## src/rtl/ext_wait_ctl.sv

```systemverilog
module ext_wait_ctl #(
  parameter int AW     = 20,
  parameter int WW     = 3,
  parameter int PW     = 4,
  parameter int MIN_HW = 2
) (
  input  logic          clk,
  input  logic          rst_n,
  input  logic          req,
  input  logic          io_sel,
  input  logic          data_sel,
  input  logic [AW-1:0] addr,
  input  logic [WW-1:0] wait_cnt,
  input  logic          ready,
  output logic [AW-1:0] bus_addr,
  output logic          mem_stb_n,
  output logic          io_stb_n,
  output logic          wait_n,
  output logic          done
);
  localparam int            LOW_W  = AW - PW;
  localparam logic [WW-1:0] HW_MIN = WW'(MIN_HW);

  logic          active;
  logic [WW-1:0] rem;
  logic [WW-1:0] w_l;
  logic          io_l;
  logic          ds_l;
  logic          rdy_q;
  logic          io_q;
  logic          wt_q;
  logic          done_q;
  logic [AW-1:0] addr_q;
  logic [AW-1:0] addr_in;
  logic          hw_ok;
  logic          ds_in;

  assign ds_in   = data_sel & ~io_sel;
  assign addr_in = ds_in ? {{PW{1'b0}}, addr[LOW_W-1:0]} : addr;
  assign hw_ok   = (w_l >= HW_MIN);

  always_ff @(posedge clk or negedge rst_n) begin
    if (!rst_n) begin
      active <= 1'b0;
      rem    <= '0;
      w_l    <= '0;
      io_l   <= 1'b0;
      ds_l   <= 1'b0;
      done_q <= 1'b0;
      addr_q <= '0;
    end else begin
      done_q <= 1'b0;
      if (!active) begin
        if (req) begin
          active <= 1'b1;
          rem    <= wait_cnt;
          w_l    <= wait_cnt;
          io_l   <= io_sel;
          ds_l   <= ds_in;
          addr_q <= addr_in;
        end
      end else if (rem != '0) begin
        rem <= rem - 1'b1;
      end else if (!(hw_ok && !rdy_q)) begin
        active <= 1'b0;
        done_q <= 1'b1;
      end
    end
  end

  always_ff @(negedge clk or negedge rst_n) begin
    if (!rst_n) begin
      rdy_q <= 1'b1;
      io_q  <= 1'b0;
      wt_q  <= 1'b0;
    end else begin
      rdy_q <= ready;
      io_q  <= active & io_l;
      wt_q  <= active & ((rem != '0) | (hw_ok & ~ready));
    end
  end

  assign mem_stb_n = ~(active & ~io_l);
  assign io_stb_n  = ~(active & io_l & io_q);
  assign wait_n    = ~wt_q;
  assign done      = done_q;
  assign bus_addr  = addr_q;
endmodule

```

## config.mk

```make
export PLATFORM = sky130hd
export DESIGN_NAME = ext_wait_ctl
export DESIGN_NICKNAME = d
export VERILOG_FILES = /design/src/rtl/ext_wait_ctl.sv
export SDC_FILE = /design/constraint.sdc
export NUM_CORES = 1
export LEC_CHECK = 0
export BUFFER_PORTS_ARGS = -buffer_cell sky130_fd_sc_hd__buf_2
export CAP_MARGIN = 20
export CORE_MARGIN = 4
export CORE_UTILIZATION = 25
export DETAILED_ROUTE_END_ITERATION = 10
export GPL_ROUTABILITY_DRIVEN = 0
export GPL_TIMING_DRIVEN = 0
export SYNTH_ARGS = -nofsm -noshare
export SYNTH_HDL_FRONTEND = slang
export SYNTH_SLANG_ARGS = --single-unit
export TNS_END_PERCENT = 100
```

## constraint.sdc

```tcl
create_clock -name clk -period 2.6 [get_ports clk]
set_clock_uncertainty 0.05 [all_clocks]
set_input_delay 0.26 -clock clk [delete_from_list [all_inputs] [get_ports clk]]
set_output_delay 0.26 -clock clk [all_outputs]
set_load 0.02 [all_outputs]
```

Yosys cells after proc, flatten, opt, wreduce, memory -nomap -nowiden:

Cells that the tools add are included.
Widths: inputs -> output; s select.

* add/sub/neg operators: 1
* $lt $le $gt $ge: 1
* equality and inequality tests: 1
* multiplexer cells: 11
* bitwise gates (word level): 14
* reduce and logical (&&, ||, !) cells: 6

Operator list (number)
* $mux 20: 1
* $mux 3: 3
* $mux 1: 7
* $not 1->1: 7
* $and 1x1->1: 6
* $reduce_and 2->1: 2
* $ge 3x2->1 const B: 1
* $reduce_bool 3->1: 1
* $sub 3x1->3 const B: 1
* $ne 2x1->1 const B: 1
* $reduce_bool 2->1: 1
* $logic_and 1x1->1: 1
* $logic_not 1->1: 1
* $or 1x1->1: 1

* register bits after elaboration: 32
* bits of input ports: 29
* word-level logic and storage cells: 43

Longest topological paths before layout:

* depth after elaboration: 5
* gate-level depth with buffers: 5

==> impl_results.md <==
* Slew Viols, Final at 0
* Sink Count at 31
* Layout area overhead at 34.9%
* Required time worst endpoint at 1390 ps
* Sequential Power Share at 0.388
* Run status: completed
* Root Driver: clkbuf_8
* CP startpoint kind: flip-flop
* Final Routed Wirelength at 2930 microns
* Vias per cell at 3.88
* Worst-path cell chain: inv_2, ha_2, nor2b_4, o21ai_1, and2_1
* Number of port buffers at 52
* Number of diodes at 0
* Vias in the first global route at 1041
* Die area at 6380 sq um
* Max-Cap Viols at 0
* Largest net degree at the start of global routing at 32
* Post-synthesis cell count at 131
* Max FO, Critical Path at 3
* Share of layout cells above drive strength 1 at 0.368
* PnR worst setup slack at 101 ps
* Final std cells w/o fill at 260
* Core box area at 4850 sq um
* Slowest CP cell: dfrtp_1
* Iteration-0 DRC count of the detailed router at 41
* Number of top-level pins at 53
* Fin. Hold Viols at 0
* RSZ-0062 raised after global routing: no
* Avg Cell Area, Syn at 9.86 sq um
* Clk pwr share at 0.172
* Initial antenna violation count at 0
* # rows at 25
* Yosys top cell by area: dfrtp_1
* Hold crit path type: input pin to flip-flop
* Global-route wire length before repair at 4840 microns
* Chip width at 79.9 microns
* DRC at 0
* Data arrival, critical path at 1290 ps
* Switching power at 0.832 mW
* GRT Residual Overflow at 0
* First-pass iteration count of the detailed router at 2
* Critical Path Max Stage Delay at 390 ps
* Final nets at 223
* Top cell type's share of synthesized area at 0.543
* Routed len/inst at 11.3 microns
* Worst vdd ir at 388 uV
* Via count at 1010
* Register area share after synthesis at 0.602
* Initial core utilization at 0.266
* Unique masters post-synth at 26
* Clock-pin slew on the worst setup and hold paths at 60 ps
* Sw frac at 0.398
* Final antenna-violating net count at 0
* Total CTS buffers at 5
* Die Y at 79.9 microns
* Net Count, Synth at 162
* # setup viols final at 0
* Internal Power at 1.26 mW
* Clk_lat worst skew at 330 ps
* CTS tree: built
* Synth Register Bits at 31
* Logic pwr share at 0.440
* Synth area leaders: dfrtp_1 54%, nand2_1 17%, dfrtn_1 3.9%
* Worst-Margin Slew at 691 ps
* Gr usage total at 0.0999
* Longest Clk Path Bufs at 2
* Cell area after synthesis at 1290 sq um
* R2R setup slack at 100 ps
* Post-DP HPWL at 2090 microns
* DP Worst Slack at -89.6 ps
* Synth warn at 0
* Crit end category: flip-flop
* Critical path class: flip-flop to flip-flop
* Lkg Pwr at 0.967 nW
* H-tree level count at 2
* DP Cell Count at 250
* Worst slew margin at 0.539
* Cell area power density at 1200 nW/um^2
## layout by cell type, fill, tap and decap left out, drive strengths merged
master / n
dlygate4sd3: 1
mux2i: 1
xnor2: 1
nand2b: 2
and2b: 1
and2: 2
a22o: 4
nor2: 4
nand2: 57
o211a: 1
dfrtp: 28
buf: 59
clkinv: 1
clkbuf: 7
inv: 6
nor2b: 3
a21oi: 4
o21ai: 2
a21o: 1
a211oi: 2
dfrtn: 2
ha: 2
o32ai: 1
dfstp: 1
## sequential cells by signal, summed over array words and instances, names as in the netlist
| register | cells |
|---|---|
| bus_addr | 20 |
| rem | 3 |
| w_l | 2 |
| active | 1 |
| done | 1 |
| io_l | 1 |
| io_q | 1 |
| rdy_q | 1 |
| wt_q | 1 |
## cells in the mapped netlist (all sizes together)
cell    count
nand2      57
dfrtp      28
buf         6
inv         6
a21oi       4
a22o        4
nor2        4
nor2b       3
a211oi      2
and2        2
dfrtn       2
ha          2
nand2b      2
o21ai       2
a21o        1
and2b       1
dfstp       1
mux2i       1
o211a       1
o32ai       1
xnor2       1
## routing by layer
layer / vias to the layer above / global-route usage / share of wire
li1: 530 / - / -
met1: 436 / 0.125 / 0.45
met2: 37 / 0.154 / 0.45
met3: 7 / 0.0350 / 0.083
met4: 0 / 0.0456 / 0.016
met5: - / 0 / 0
## cell type report
class | instances | area, sq um
inverters | 5 | 18.8
clock inverters | 2 | 8.76
multi-input cells | 88 | 452
plain buffers | 6 | 47.5
well taps | 67 | 83.8
clock buffers | 7 | 76.3
flip-flops and latches | 31 | 777
fillers | 525 | 3110
repair buffers | 54 | 278
## critical path, delay by kind of cell, from the launching register on
kind	cells	cell delay (ps)
compound gates	1	60
fa+ha+maj	1	180
buf+inv	1	80
flops	1	390
simple gates	2	300
## final timing paths
check                                     endpoint  depth (start not counted)                     from
max                                 wt_q$_DFF_NN0_                          5       rem[0]$_DFFE_PN0P_
min                        bus_addr[1]$_DFFE_PN0P_                          3                  addr[1]
max reg2reg                         wt_q$_DFF_NN0_                          5       rem[0]$_DFFE_PN0P_
min reg2reg                bus_addr[0]$_DFFE_PN0P_                          2  bus_addr[0]$_DFFE_PN0P_
max in group asynchronous          rdy_q$_DFF_NN1_                          2                    rst_n
min in group asynchronous         active$_DFF_PN0_                          2                    rst_n
## power groups by stage
| stage | combinational (mW) | sequential, mW | clock, mW |
|---|---|---|---|
| floorplan | 0.452 | 0.984 | 0.00481 |
| global placement | 0.907 | 0.810 | 0.00481 |
| detailed placement | 0.922 | 0.813 | 0.00481 |
| CTS | 0.938 | 0.813 | 0.383 |
| global route | 1.03 | 0.839 | 0.401 |
| finish | 0.921 | 0.813 | 0.360 |
## metrics by stage
step | TNS, ps | cell area, sq um | util | hold WS, ps | power [mW]
global route | 0 | 1740 | 0.359 | 116 | 2.27
global placement | -62.1 | 1640 | 0.337 | 304 | 1.72
floorplan | 0 | 1290 | - | -85.6 | 1.44
finish | 0 | 1740 | 0.359 | 120 | 2.09
detailed placement | -89.6 | 1640 | 0.337 | 306 | 1.74
CTS | 0 | 1740 | 0.359 | 109 | 2.13
## kinds of logic (layout without fill, tap and decap cells)
| group | Yosys count | after routing | share of synthesized area |
|---|---|---|---|
| AO/OA/AOI/OAI | 15 | 15 | 0.0911 |
| XOR/XNOR | 1 | 1 | 0.00678 |
| adder cells (fa/ha/maj) | 2 | 2 | 0.0194 |
| buffers and inverters | 12 | 74 | 0.0543 |
| flip-flops | 31 | 31 | 0.602 |
| multiplexers | 1 | 1 | 0.00775 |
| AND/OR/NAND/NOR | 69 | 69 | 0.219 |
## timing repair
item,CTS,global route
hold buffers,1,0
resized for setup,1,4
setup endpoints to repair,1,1
setup buffers,1,0
endpoints found under the hold margin,13,0
(Power assumes the default switching activity.)
